`src/rtl/bb_pkg.sv`:
```
package bb_pkg;

    localparam logic [1:0] SZ_BYTE = 2'd0;
    localparam logic [1:0] SZ_HALF = 2'd1;
    localparam logic [1:0] SZ_WORD = 2'd2;

    typedef enum logic [2:0] {
        ST_IDLE    = 3'd0,
        ST_RD_REQ  = 3'd1,
        ST_RD_WAIT = 3'd2,
        ST_WR_REQ  = 3'd3,
        ST_RESP    = 3'd4
    } bb_state_e;

endpackage

```
`src/rtl/bb_addr_map.sv`:
```
module bb_addr_map
    import bb_pkg::*;
#(
    parameter int              ADDR_W      = 32,
    parameter int              OFFSET_W    = 25,
    parameter int              BIT_W       = 5,
    parameter logic [ADDR_W-1:0] TARGET_BASE = 32'h2000_0000
) (
    input  logic [ADDR_W-1:0] alias_addr,
    input  logic [1:0]        size,
    output logic [ADDR_W-1:0] tgt_addr,
    output logic [BIT_W-1:0]  bit_idx
);
    // one alias word per bit, eight bits per byte
    localparam int WORD_SHIFT = 2;
    localparam int BYTE_BITS  = 3;
    localparam int TGT_SHIFT  = WORD_SHIFT + BYTE_BITS;

    logic [OFFSET_W-1:0] offset;
    logic [ADDR_W-1:0]   byte_addr;
    logic [BIT_W-1:0]    raw_bit;
    logic                unused_hi_bits;

    assign offset         = alias_addr[OFFSET_W-1:0];
    assign unused_hi_bits = ^alias_addr[ADDR_W-1:OFFSET_W];
    assign byte_addr      = TARGET_BASE | ADDR_W'(offset >> TGT_SHIFT);
    assign raw_bit        = offset[WORD_SHIFT +: BIT_W];

    always_comb begin
        case (size)
            SZ_BYTE: begin
                tgt_addr = byte_addr;
                bit_idx  = raw_bit & BIT_W'(7);
            end
            SZ_HALF: begin
                tgt_addr = {byte_addr[ADDR_W-1:1], 1'b0};
                bit_idx  = raw_bit & BIT_W'(15);
            end
            default: begin
                tgt_addr = {byte_addr[ADDR_W-1:2], 2'b00};
                bit_idx  = raw_bit;
            end
        endcase
    end

endmodule

```
`src/rtl/bb_bit_ops.sv`:
```
module bb_bit_ops #(
    parameter int DATA_W = 32,
    parameter int BIT_W  = 5
) (
    input  logic [DATA_W-1:0] rd_value,
    input  logic [1:0]        size,
    input  logic [BIT_W-1:0]  bit_idx,
    input  logic              set_bit,
    output logic              bit_val,
    output logic [DATA_W-1:0] new_value
);
    localparam int LANES = DATA_W / 8;

    logic [DATA_W-1:0] size_mask;
    logic [DATA_W-1:0] onehot;
    logic [DATA_W-1:0] kept;

    // lanes beyond the access size never reach the write-back
    for (genvar g = 0; g < LANES; g++) begin : g_lane
        assign size_mask[g*8 +: 8] = (g < (1 << size)) ? 8'hFF : 8'h00;
    end

    assign onehot    = DATA_W'(1) << bit_idx;
    assign kept      = rd_value & size_mask;
    assign bit_val   = |(rd_value & onehot);
    assign new_value = set_bit ? (kept | onehot) : (kept & ~onehot);

endmodule

```
`src/rtl/bitband_bridge.sv`:
```
module bitband_bridge
    import bb_pkg::*;
#(
    parameter int                ADDR_W      = 32,
    parameter int                DATA_W      = 32,
    parameter int                OFFSET_W    = 25,
    parameter logic [ADDR_W-1:0] TARGET_BASE = 32'h2000_0000
) (
    input  logic              clk,
    input  logic              rst_n,
    input  logic              up_valid,
    output logic              up_ready,
    input  logic [ADDR_W-1:0] up_addr,
    input  logic [1:0]        up_size,
    input  logic              up_write,
    input  logic [DATA_W-1:0] up_wdata,
    output logic              up_resp_valid,
    output logic [DATA_W-1:0] up_rdata,
    output logic              dn_req_valid,
    input  logic              dn_req_ready,
    output logic [ADDR_W-1:0] dn_addr,
    output logic [1:0]        dn_size,
    output logic              dn_write,
    output logic [DATA_W-1:0] dn_wdata,
    output logic              dn_lock,
    input  logic              dn_rvalid,
    input  logic [DATA_W-1:0] dn_rdata
);
    localparam int BIT_W = $clog2(DATA_W);

    typedef struct packed {
        bb_state_e         st;
        logic [ADDR_W-1:0] addr;
        logic [1:0]        size;
        logic [BIT_W-1:0]  bit_idx;
        logic              is_wr;
        logic              set_bit;
        logic [DATA_W-1:0] wval;
        logic              rbit;
        logic              lock;
    } regs_t;

    localparam regs_t RESET_VAL = '0;

    regs_t q, d;

    logic [1:0]        size_norm;
    logic [ADDR_W-1:0] map_addr;
    logic [BIT_W-1:0]  map_bit;
    logic              ops_bit;
    logic [DATA_W-1:0] ops_new;
    logic              unused_wdata_hi;

    assign size_norm       = (up_size == 2'd3) ? SZ_WORD : up_size;
    assign unused_wdata_hi = ^up_wdata[DATA_W-1:1];

    bb_addr_map #(
        .ADDR_W     (ADDR_W),
        .OFFSET_W   (OFFSET_W),
        .BIT_W      (BIT_W),
        .TARGET_BASE(TARGET_BASE)
    ) u_map (
        .alias_addr(up_addr),
        .size      (size_norm),
        .tgt_addr  (map_addr),
        .bit_idx   (map_bit)
    );

    bb_bit_ops #(
        .DATA_W(DATA_W),
        .BIT_W (BIT_W)
    ) u_ops (
        .rd_value (dn_rdata),
        .size     (q.size),
        .bit_idx  (q.bit_idx),
        .set_bit  (q.set_bit),
        .bit_val  (ops_bit),
        .new_value(ops_new)
    );

    always_comb begin
        d = q;
        case (q.st)
            ST_IDLE: begin
                if (up_valid) begin
                    d.st      = ST_RD_REQ;
                    d.addr    = map_addr;
                    d.size    = size_norm;
                    d.bit_idx = map_bit;
                    d.is_wr   = up_write;
                    d.set_bit = up_wdata[0];
                    d.rbit    = 1'b0;
                    d.lock    = up_write;
                end
            end
            ST_RD_REQ: begin
                if (dn_req_ready) d.st = ST_RD_WAIT;
            end
            ST_RD_WAIT: begin
                if (dn_rvalid) begin
                    if (q.is_wr) begin
                        d.wval = ops_new;
                        d.st   = ST_WR_REQ;
                    end else begin
                        d.rbit = ops_bit;
                        d.st   = ST_RESP;
                    end
                end
            end
            ST_WR_REQ: begin
                if (dn_req_ready) begin
                    d.st   = ST_RESP;
                    d.lock = 1'b0;
                end
            end
            ST_RESP: begin
                d.st   = ST_IDLE;
                d.rbit = 1'b0;
            end
            default: d = RESET_VAL;
        endcase
    end

    always_ff @(posedge clk) begin
        if (!rst_n) q <= RESET_VAL;
        else        q <= d;
    end

    assign up_ready      = (q.st == ST_IDLE);
    assign up_resp_valid = (q.st == ST_RESP);
    assign up_rdata      = {{(DATA_W-1){1'b0}}, q.rbit};
    assign dn_req_valid  = (q.st == ST_RD_REQ) || (q.st == ST_WR_REQ);
    assign dn_write      = (q.st == ST_WR_REQ);
    assign dn_addr       = q.addr;
    assign dn_size       = q.size;
    assign dn_wdata      = q.wval;
    assign dn_lock       = q.lock;

    // write-back only under lock
    p_lock_covers_write_r7: assert property (@(posedge clk) disable iff (!rst_n)
        (dn_req_valid && dn_write) |-> dn_lock);

    // lock released once the write-back is taken
    p_lock_release_r7: assert property (@(posedge clk) disable iff (!rst_n)
        (dn_req_valid && dn_req_ready && dn_write) |=> !dn_lock);

    // stalled request is held
    p_req_hold_r11: assert property (@(posedge clk) disable iff (!rst_n)
        (dn_req_valid && !dn_req_ready) |=> (dn_req_valid && $stable(dn_addr)
                                             && $stable(dn_size) && $stable(dn_write)));

    // no new upstream request while downstream work is open
    p_busy_not_ready_r9: assert property (@(posedge clk) disable iff (!rst_n)
        (dn_req_valid || dn_lock) |-> !up_ready);

    // response carries a single bit
    p_resp_one_bit_r5: assert property (@(posedge clk) disable iff (!rst_n)
        up_resp_valid |-> ((up_rdata >> 1) == '0));

    // write response follows the accepted write-back
    p_wr_resp_next_r8: assert property (@(posedge clk) disable iff (!rst_n)
        (dn_req_valid && dn_req_ready && dn_write) |=> up_resp_valid);

    // size code 3 never reaches the target bus
    p_size_legal_r4: assert property (@(posedge clk) disable iff (!rst_n)
        dn_req_valid |-> (dn_size != 2'd3));

endmodule

```
`config.mk`:
```
export PLATFORM = sky130hd
export DESIGN_NAME = bitband_bridge
export DESIGN_NICKNAME = d
export VERILOG_FILES = /design/src/rtl/bb_pkg.sv /design/src/rtl/bb_addr_map.sv /design/src/rtl/bb_bit_ops.sv /design/src/rtl/bitband_bridge.sv
export SDC_FILE = /design/constraint.sdc
export NUM_CORES = 1
export LEC_CHECK = 0
export BUFFER_PORTS_ARGS = -buffer_cell sky130_fd_sc_hd__buf_4
export CAP_MARGIN = 20
export CORE_UTILIZATION = 51
export CTS_CLUSTER_DIAMETER = 30
export DETAILED_ROUTE_END_ITERATION = 8
export PLACE_DENSITY = 0.87
export REMOVE_ABC_BUFFERS = 1
export SYNTH_ARGS = -nofsm -noshare
export SYNTH_HDL_FRONTEND = slang
export SYNTH_SLANG_ARGS = --single-unit
```
`constraint.sdc`:
```
create_clock -name clk -period 4.7 [get_ports clk]
set_input_delay 0.235 -clock clk [delete_from_list [all_inputs] [get_ports clk]]
set_output_delay 0.235 -clock clk [all_outputs]
set_load 0.02 [all_outputs]
```
Word level (Yosys, flattened, before mapping). Index checks and enable logic that the tools add are counted. W data, S select, Z words.

Add/sub/neg operators: 0. Multiply operators: 0. Div/mod/pow operators: 0. Magnitude comparators: 4. Equal/unequal tests: 12. Shifts and indexed selects: 2. Muxes and demuxes: 23. Bitwise gates (word level): 9. Reductions and logical operators: 13.

Operators with widths (number): $and A32 B32 Y32 (3); $pmux W41 S2 (1); $lt A3 B32 Y1 const A (2); $mux W32 (2); $pmux W32 S2 (1); $mux W44 (1); $mux W33 (1); $lt A1 B32 Y1 const A (1); $lt A2 B32 Y1 const A (1); $mux W8 (4); $not A32 Y32 (1); $or A32 B32 Y32 (1); $reduce_or A32 Y1 (1); $shl A1 B2 Y32 const A (1); $shl A1 B5 Y32 const A (1); $mux W3 (4); $ne A2 B2 Y1 const B (6); $pmux W3 S4 (1); $pmux W5 S2 (1); $reduce_and A4 Y1 (2); $reduce_or A4 Y1 (2); $eq A3 B2 Y1 const B (2); $pmux W1 S3 (2); $reduce_and A3 Y1 (2); 14 further kinds (19).

Bits in registers: 78. Latch bits: 0. Memory bits (writable): 0. Bits in read-only memories: 0. Bits of input ports: 104. Output and inout port bits: 103. Logic and storage cells: 72. Memories: 0.

Depth between registers and ports, before layout. Gate-level depths: netlist of the first run.

Word-level depth: 9. Gate-level depth with buffers: 8. Mapped depth without buffers: 5.

Cells and area by module. Synthesis of the first run repeated with hierarchy kept, for this count alone.

Cells, all modules: 603. Area, all modules: 5183.7 µm².

Modules (own cells, without submodules): bitband_bridge (instances 1, cells an instance 395, area each 3742.3 µm²); bb_bit_ops (instances 1, cells an instance 169, area each 1153.6 µm²); bb_addr_map (instances 1, cells an instance 39, area each 287.8 µm²).

Worst setup path before layout of the first run. OpenSTA, ideal clock, no wires.

Path type: reg2reg. Start: register q[77] (netlist bit). End: register q (netlist bit dn_lock). Setup time: 0.122 ns. Data arrival time: 1.649 ns. Data required time: 4.578 ns. Setup slack: 2.929 ns. Cell stages (with the launch flop): 9. Cells stage by stage: dfxtp_1 -> clkbuf_2 -> nor3_1 -> and2_1 -> buf_4 -> buf_4 -> a21oi_1 -> nand3_1 -> a21boi_0.

RTL lines: start, declared (RTL line bitband_bridge.sv:45) `regs_t q, d;`; start signal, assigned (RTL line bitband_bridge.sv:125) `if (!rst_n) q <= RESET_VAL;`; start signal, assigned (RTL line bitband_bridge.sv:126) `else q <= d;`; $logic_not A3 Y1 *; named net up_ready (RTL line bitband_bridge.sv:12) `output logic up_ready,`; $ne A2 B2 Y1 (no source line); $reduce_and A3 Y1 (no source line).

The timed path passes the listed nets; every way through them passes the cells marked *. A chain may end at the register's enable or synchronous reset.

Worst setup path after layout of the first run.
Start: register q[36] (netlist bit). End: register q (netlist bit up_rdata[0]).

Word-level cells in the longest chain between the ends: 6.

RTL lines: $shl A1 B5 Y32 (RTL line bb_bit_ops.sv:23) `assign onehot = DATA_W'(1) << bit_idx;`; $and A32 B32 Y32 (RTL line bb_bit_ops.sv:25) `assign bit_val = |(rd_value & onehot);`; $reduce_or A32 Y1 (RTL line bb_bit_ops.sv:25); $mux W1 (RTL line bitband_bridge.sv:101) `if (q.is_wr) begin`; $mux W33 (RTL line bitband_bridge.sv:100) `if (dn_rvalid) begin`; $pmux W1 S3 (RTL line bitband_bridge.sv:83) `case (q.st)`.

No other way between the ends. The select of a mux whose other input is x is not followed.

==> results of run 1 <==
==> synthesized netlist by cell type (2+ instances only) <==
cell      instances  area, um2
a21boi_0         11       82.6
nor2b_1          33        206
a32oi_1           3       26.3
o21ai_0          41        205
a22oi_1          26        195
buf_6             2       22.5
nor3b_1           2       15.0
a31oi_1          19        119
and2_1           28        175
nand3_1           4       20.0
mux2i_1          12        120
buf_2            11       55.1
and3_1            9       56.3
a21oi_1          29        145
a311oi_1          2       17.5
inv_1             4       15.0
nand2b_1          5       31.3
or2_2             2       12.5
clkbuf_1         29        109
o32ai_1           2       17.5
buf_4           100        751
nand3b_1          3       22.5
nand2_1          74        278
dfxtp_1          67       1340
nor3b_2           3       37.5
and3b_1           5       43.8
mux2_2            2       22.5
nor2_1            6       22.5
a41o_1            2       20.0
nor4b_1           2       17.5
==> critical path, delay by kind of cell (launching register included) <==
| kind | cells | cell delay (ns) |
|---|---|---|
| compound gates | 3 | 0.53 |
| flops | 1 | 1.01 |
| mux | 1 | 0.42 |
| simple gates | 1 | 0.28 |
==> metrics by stage <==
step                      total power [mW]  instance area, um2
after global routing                  1.40                4910
after CTS                             1.34                4870
final                                 1.34                4910
after detailed placement             0.904                4690
after floorplan                      0.787                3600
after global placement               0.892                4670
==> final cells by class <==
class	count	area [um2]
fillers	750	3350
multi-input cells	387	2250
flip-flops and latches	67	1340
repair buffers	127	988
clock buffers	12	155
well taps	105	131
clock inverters	4	25.0
inverters	4	15.0
==> worst max path at each step <==
stage                     startpoint     endpoint  slack (ns)  depth (start not counted)
after floorplan                q[75]   dn_addr[1]        1.97                          5
after global placement         q[75]   dn_addr[1]        2.08                          5
after detailed placement       q[76]  dn_addr[14]        2.16                          6
after CTS                      q[75]  dn_addr[14]        2.16                          6
after global routing           q[36]  up_rdata[0]        2.21                          5
final                          q[36]  up_rdata[0]        2.34                          5
==> kinds of logic (layout without fill, tap and decap cells) <==
group	Yosys count	after routing	synth area share, %
simple gates	186	186	23.2
buf+inv	148	147	21.9
compound gates	144	144	20.6
flops	67	67	30.5
mux	15	15	3.76
other cells	1	42	0.0854
==> sequential cells by signal, summed over array words and instances (netlist names) <==
name      cells
dn_wdata     32
dn_addr      21
q            10
dn_size       2
dn_lock       1
up_rdata      1
==> per-layer routing <==
layer | share of wire, % | global-route usage, % | vias to the layer above
li1 | - | - | 1853
met1 | 43 | 29.4 | 1743
met2 | 47 | 37.4 | 181
met3 | 8.2 | 5.48 | 22
met4 | 2.2 | 9.22 | 0
met5 | 0 | 0 | -
==> power groups by stage <==
stage | sequential [mW] | clock [mW] | combinational (mW)
2_1_floorplan | 0.646 | 0 | 0.141
3_3_place_gp | 0.637 | 0 | 0.255
3_5_place_dp | 0.638 | 0 | 0.266
4_1_cts | 0.626 | 0.447 | 0.266
5_1_grt | 0.632 | 0.472 | 0.298
6_report | 0.627 | 0.439 | 0.271
==> impl_metrics.toml, run 1 <==
[clock_network]
postCtsSetupBuffers = 0
cts_hold_buffers = 0
cts_root_buffer = "clkbuf_8"
cts_tree = "yes"
clkTransAtPathRegs_ns = 0.07
clk_path_buf_depth = 2
clk-insertion-delay-late_ns = 0.34
htree_levels = 3
cts-buffers-inserted = 9
cts-resized-gates = 0
cts.sinks = 67

[sta]
finalSetupViolCount = 0
worstMarginPinSlew_ns = 1.05
min_period_over_period_pct = 50.1
min_period_ns = 2.36
worst_slack_ns = 2.34
hold_ws_ns = 0.100
finalHoldViolCount = 0
tns_ns = 0
slew_viol_final = 0
finClkSkew_ns = 0.0100
rsz0062_at_grt = "no"
maxSlewHeadroom_pct = 29.6
max_clock_freq_ghz = 0.424

[setup_path]
r2r_end = "up_rdata[0]"
ff2ff_setup_slack_ns = 2.34
slowest_delay_ns = 1.01
cp-end-kind = "flip-flop"
r2r_cells = 5
r2r-start = "q[36]"
worst_ep_required_time_ns = 4.92
worstSetupPathType = "reg -> reg"
crit_chain = "mux2_2, a311oi_1, o32ai_1, nor4_1, a31oi_1"
cp-start-kind = "flip-flop"
cp.arrival_ns = 2.58
slowest_stage = "dfxtp_1"
cp_max_fo = 27

[place]
dpl.cell_count = 688
pre_cts_ws_ns = 2.16
portBuffers = 124
gp_congestion = 0.840
post-dp-hpwl_um = 7230

[cells_and_area]
final_common_cell = "buf_4"
area_growth_pct = 11.7
n_antenna_cell = 0
final_cell_mix = "buf_4 (124), nand2_1 (74), dfxtp_1 (67)"
final_nets = 700
final_cells = 706
drive_above_1_share_pct = 25.6
final_core_util_pct = 59.4

[yosys]
synthCells = 561
ys_seq_area_share_pct = 30.5
ys_ff_latch = 67
syn_area_mm2 = 0.00439
synth_cell_types = 53
synthFlopType = "dfxtp_1"
synth_edf_count = 0
ys_async_sr_fraction_pct = 0
synth.avg_cell_area_um2 = 7.83
yosys_warnings = 0

[routing]
first_iter_violations = 236
vias = 3799
route.detailed.drc = 0
routedWlPerCell_um = 14.2
ant_nets = 0
drt-pass1-iter-count = 5
wl_um = 10000
via_per_inst = 5.38

[power]
switching_share_pct = 30.7
pwr-share-seq_pct = 46.9
ir_worst_vdd_mv = 0.165
combPwrFrac_pct = 20.3
leakagePower_nw = 2.15
p_int_mw = 0.927
pwr-share-clk_pct = 32.8
power.switching_mw = 0.410
power_density_mw_per_mm2 = 272

[floorplanning]
core-area_mm2 = 0.00826
fp.dieArea_mm2 = 0.00899
die_w_um = 94.8
pin_count = 207
row_count = 33
initial_core_util_pct = 53.2
die_h_um = 94.8

[hold_path]
hold_path.class = "in -> reg"
hold_depth = 2
hold_end = "q[75]"
hold_path_startpoint = "dn_req_ready"

[global_route]
grt_pass1_wl_um = 16300
track_usage_pct = 23.1
grt_max_degree = 67
grt_overflow = 0
antenna_found_initial = 0
grt_pass1_vias = 3492

[outcome]
status = "complete, no violations"

[job]
max_cap_viol_count = 0
Note: power is estimated with default switching activity, not from simulation.
==> run 2: changes to the inputs <==
--- a/config.mk
+++ b/config.mk
@@ -7,10 +7,10 @@
 export LEC_CHECK = 0
 export BUFFER_PORTS_ARGS = -buffer_cell sky130_fd_sc_hd__buf_4
 export CAP_MARGIN = 20
-export CORE_UTILIZATION = 51
+export CORE_UTILIZATION = 47
 export CTS_CLUSTER_DIAMETER = 30
 export DETAILED_ROUTE_END_ITERATION = 8
-export PLACE_DENSITY = 0.87
+export PLACE_DENSITY = 0.81
 export REMOVE_ABC_BUFFERS = 1
 export SYNTH_ARGS = -nofsm -noshare
 export SYNTH_HDL_FRONTEND = slang
==> constraint.sdc (replaced) <==
create_clock -name clk -period 2.3 [get_ports clk]
set_input_delay 0.115 -clock clk [delete_from_list [all_inputs] [get_ports clk]]
set_output_delay 0.115 -clock clk [all_outputs]
set_load 0.02 [all_outputs]
==> impl_metrics.toml, run 2 (synthesis results as in run 1) <==
[outcome]
status = "complete, no violations"

[sta]
rsz0062_at_grt = "no"
slew_viol_final = 0
maxSlewHeadroom_pct = 51.3
tns_ns = 0
min_period_ns = 1.93
finalSetupViolCount = 0
min_period_over_period_pct = 84.0
finClkSkew_ns = 0.00737
worstMarginPinSlew_ns = 0.729
max_clock_freq_ghz = 0.518
finalHoldViolCount = 0

[routing]
ant_nets = 0
wl_um = 10600
first_iter_violations = 229
route.detailed.drc = 0
routedWlPerCell_um = 14.6
vias = 3821
drt-pass1-iter-count = 5
via_per_inst = 5.29

[place]
gp_congestion = 0.850
portBuffers = 124
post-dp-hpwl_um = 7710

[clock_network]
cts_root_buffer = "clkbuf_8"
cts.sinks = 67
htree_levels = 3
cts-resized-gates = 0
clkTransAtPathRegs_ns = 0.07
cts_tree = "yes"
cts-buffers-inserted = 9
clk_path_buf_depth = 2
clk-insertion-delay-late_ns = 0.34

[setup_path]
r2r_end = "dn_wdata[4]"
cp-end-kind = "flip-flop"
worst_ep_required_time_ns = 2.54
cp.arrival_ns = 2.17
cp-start-kind = "flip-flop"
cp_max_fo = 23
worstSetupPathType = "reg -> reg"
r2r-start = "q[38]"
critPathLaunch = "q[38]"
r2r_cells = 5
ff2ff_setup_slack_ns = 0.37

[cells_and_area]
final_nets = 713
final_common_cell = "buf_4"
final_cell_mix = "buf_4 (139), nand2_1 (74), dfxtp_1 (67)"
fill_cells = 793
drive_above_1_share_pct = 27.0
area_growth_pct = 13.6
n_antenna_cell = 0
largest_reg_flops = 32

[global_route]
track_usage_pct = 21.9
grt_max_degree = 67
top_usage_layer = "met2"
antenna_found_initial = 0
grt_pass1_wl_um = 17100
met2_usage_pct = 35.9
grt_overflow = 0
use_met3_pct = 5.89
grt_pass1_vias = 3521
met1_usage_pct = 27.3

[hold_path]
hold_path.class = "in -> reg"
hold_depth = 3
hold_end = "dn_addr[15]"
hold_path_startpoint = "up_addr[20]"

[floorplanning]
die_h_um = 98.7
fp.dieArea_mm2 = 0.00974
initial_core_util_pct = 49.4
die_w_um = 98.7
core-area_mm2 = 0.00889
row_count = 34
pin_count = 207

[power]
leakagePower_nw = 2.21
power_density_mw_per_mm2 = 568
ir_worst_vdd_mv = 0.341
power_mw = 2.83

[job]
max_cap_viol_count = 0
## run 2: per-stage QoR
| step | worst slack, ns | cells | instance area [um2] | hold WS, ns | util [%] |
|---|---|---|---|---|---|
| CTS | 0.406 | 722 | 4990 | 0.0288 | 56.1 |
| global placement | 0.490 | 705 | 4790 | 0.328 | 53.8 |
| floorplan | -0.429 | 458 | 3600 | 0.214 | - |
| finish | 0.368 | 722 | 4990 | 0.0421 | 56.1 |
| detailed placement | 0.412 | 705 | 4790 | 0.344 | 53.8 |
| global route | 0.221 | 722 | 4990 | 0.0366 | 56.1 |
## run 2: power by group
part           internal, mW  switching [mW]  leakage, nW
logic                 0.257           0.339         1.57
clock network         0.525           0.458       0.0991
registers              1.20          0.0554        0.544
## run 2: timing repair
action	CTS	global route
buffers inserted	0	0
hold buffers	1	0
endpoints found under the hold margin	1	0
## run 2: metal layers
metal | vias to the layer above | routed length (um)
li1 | 1873 | -
met1 | 1738 | 4510
met2 | 199 | 4930
met3 | 11 | 979
met4 | 0 | 144
met5 | - | 0
## run 2: critical path, stage by stage (launching register included)
cell,delay [ns]
dfxtp_1,0.79
nor3b_2,0.47
nand2_1,0.13
mux2i_1,0.19
o21ai_0,0.08
and2_1,0.15
## run 2: layout make-up
cell class,count,area [um2],area share [%]
multi-input cells,387,2250,45.1
well taps,108,135,2.71
clock inverters,5,52.6,1.05
repair buffers,140,1050,21.1
clock buffers,11,141,2.83
flip-flops and latches,67,1340,26.9
inverters,4,15.0,0.301
## run 2: worst max-delay path by stage
stage	slack, ns	cells past startpoint	end
finish	0.37	5	dn_wdata[4]
CTS	0.41	5	dn_wdata[4]
floorplan	-0.43	5	dn_addr[1]
global placement	0.49	5	dn_wdata[22]
global route	0.22	5	dn_wdata[20]
detailed placement	0.41	5	dn_wdata[4]
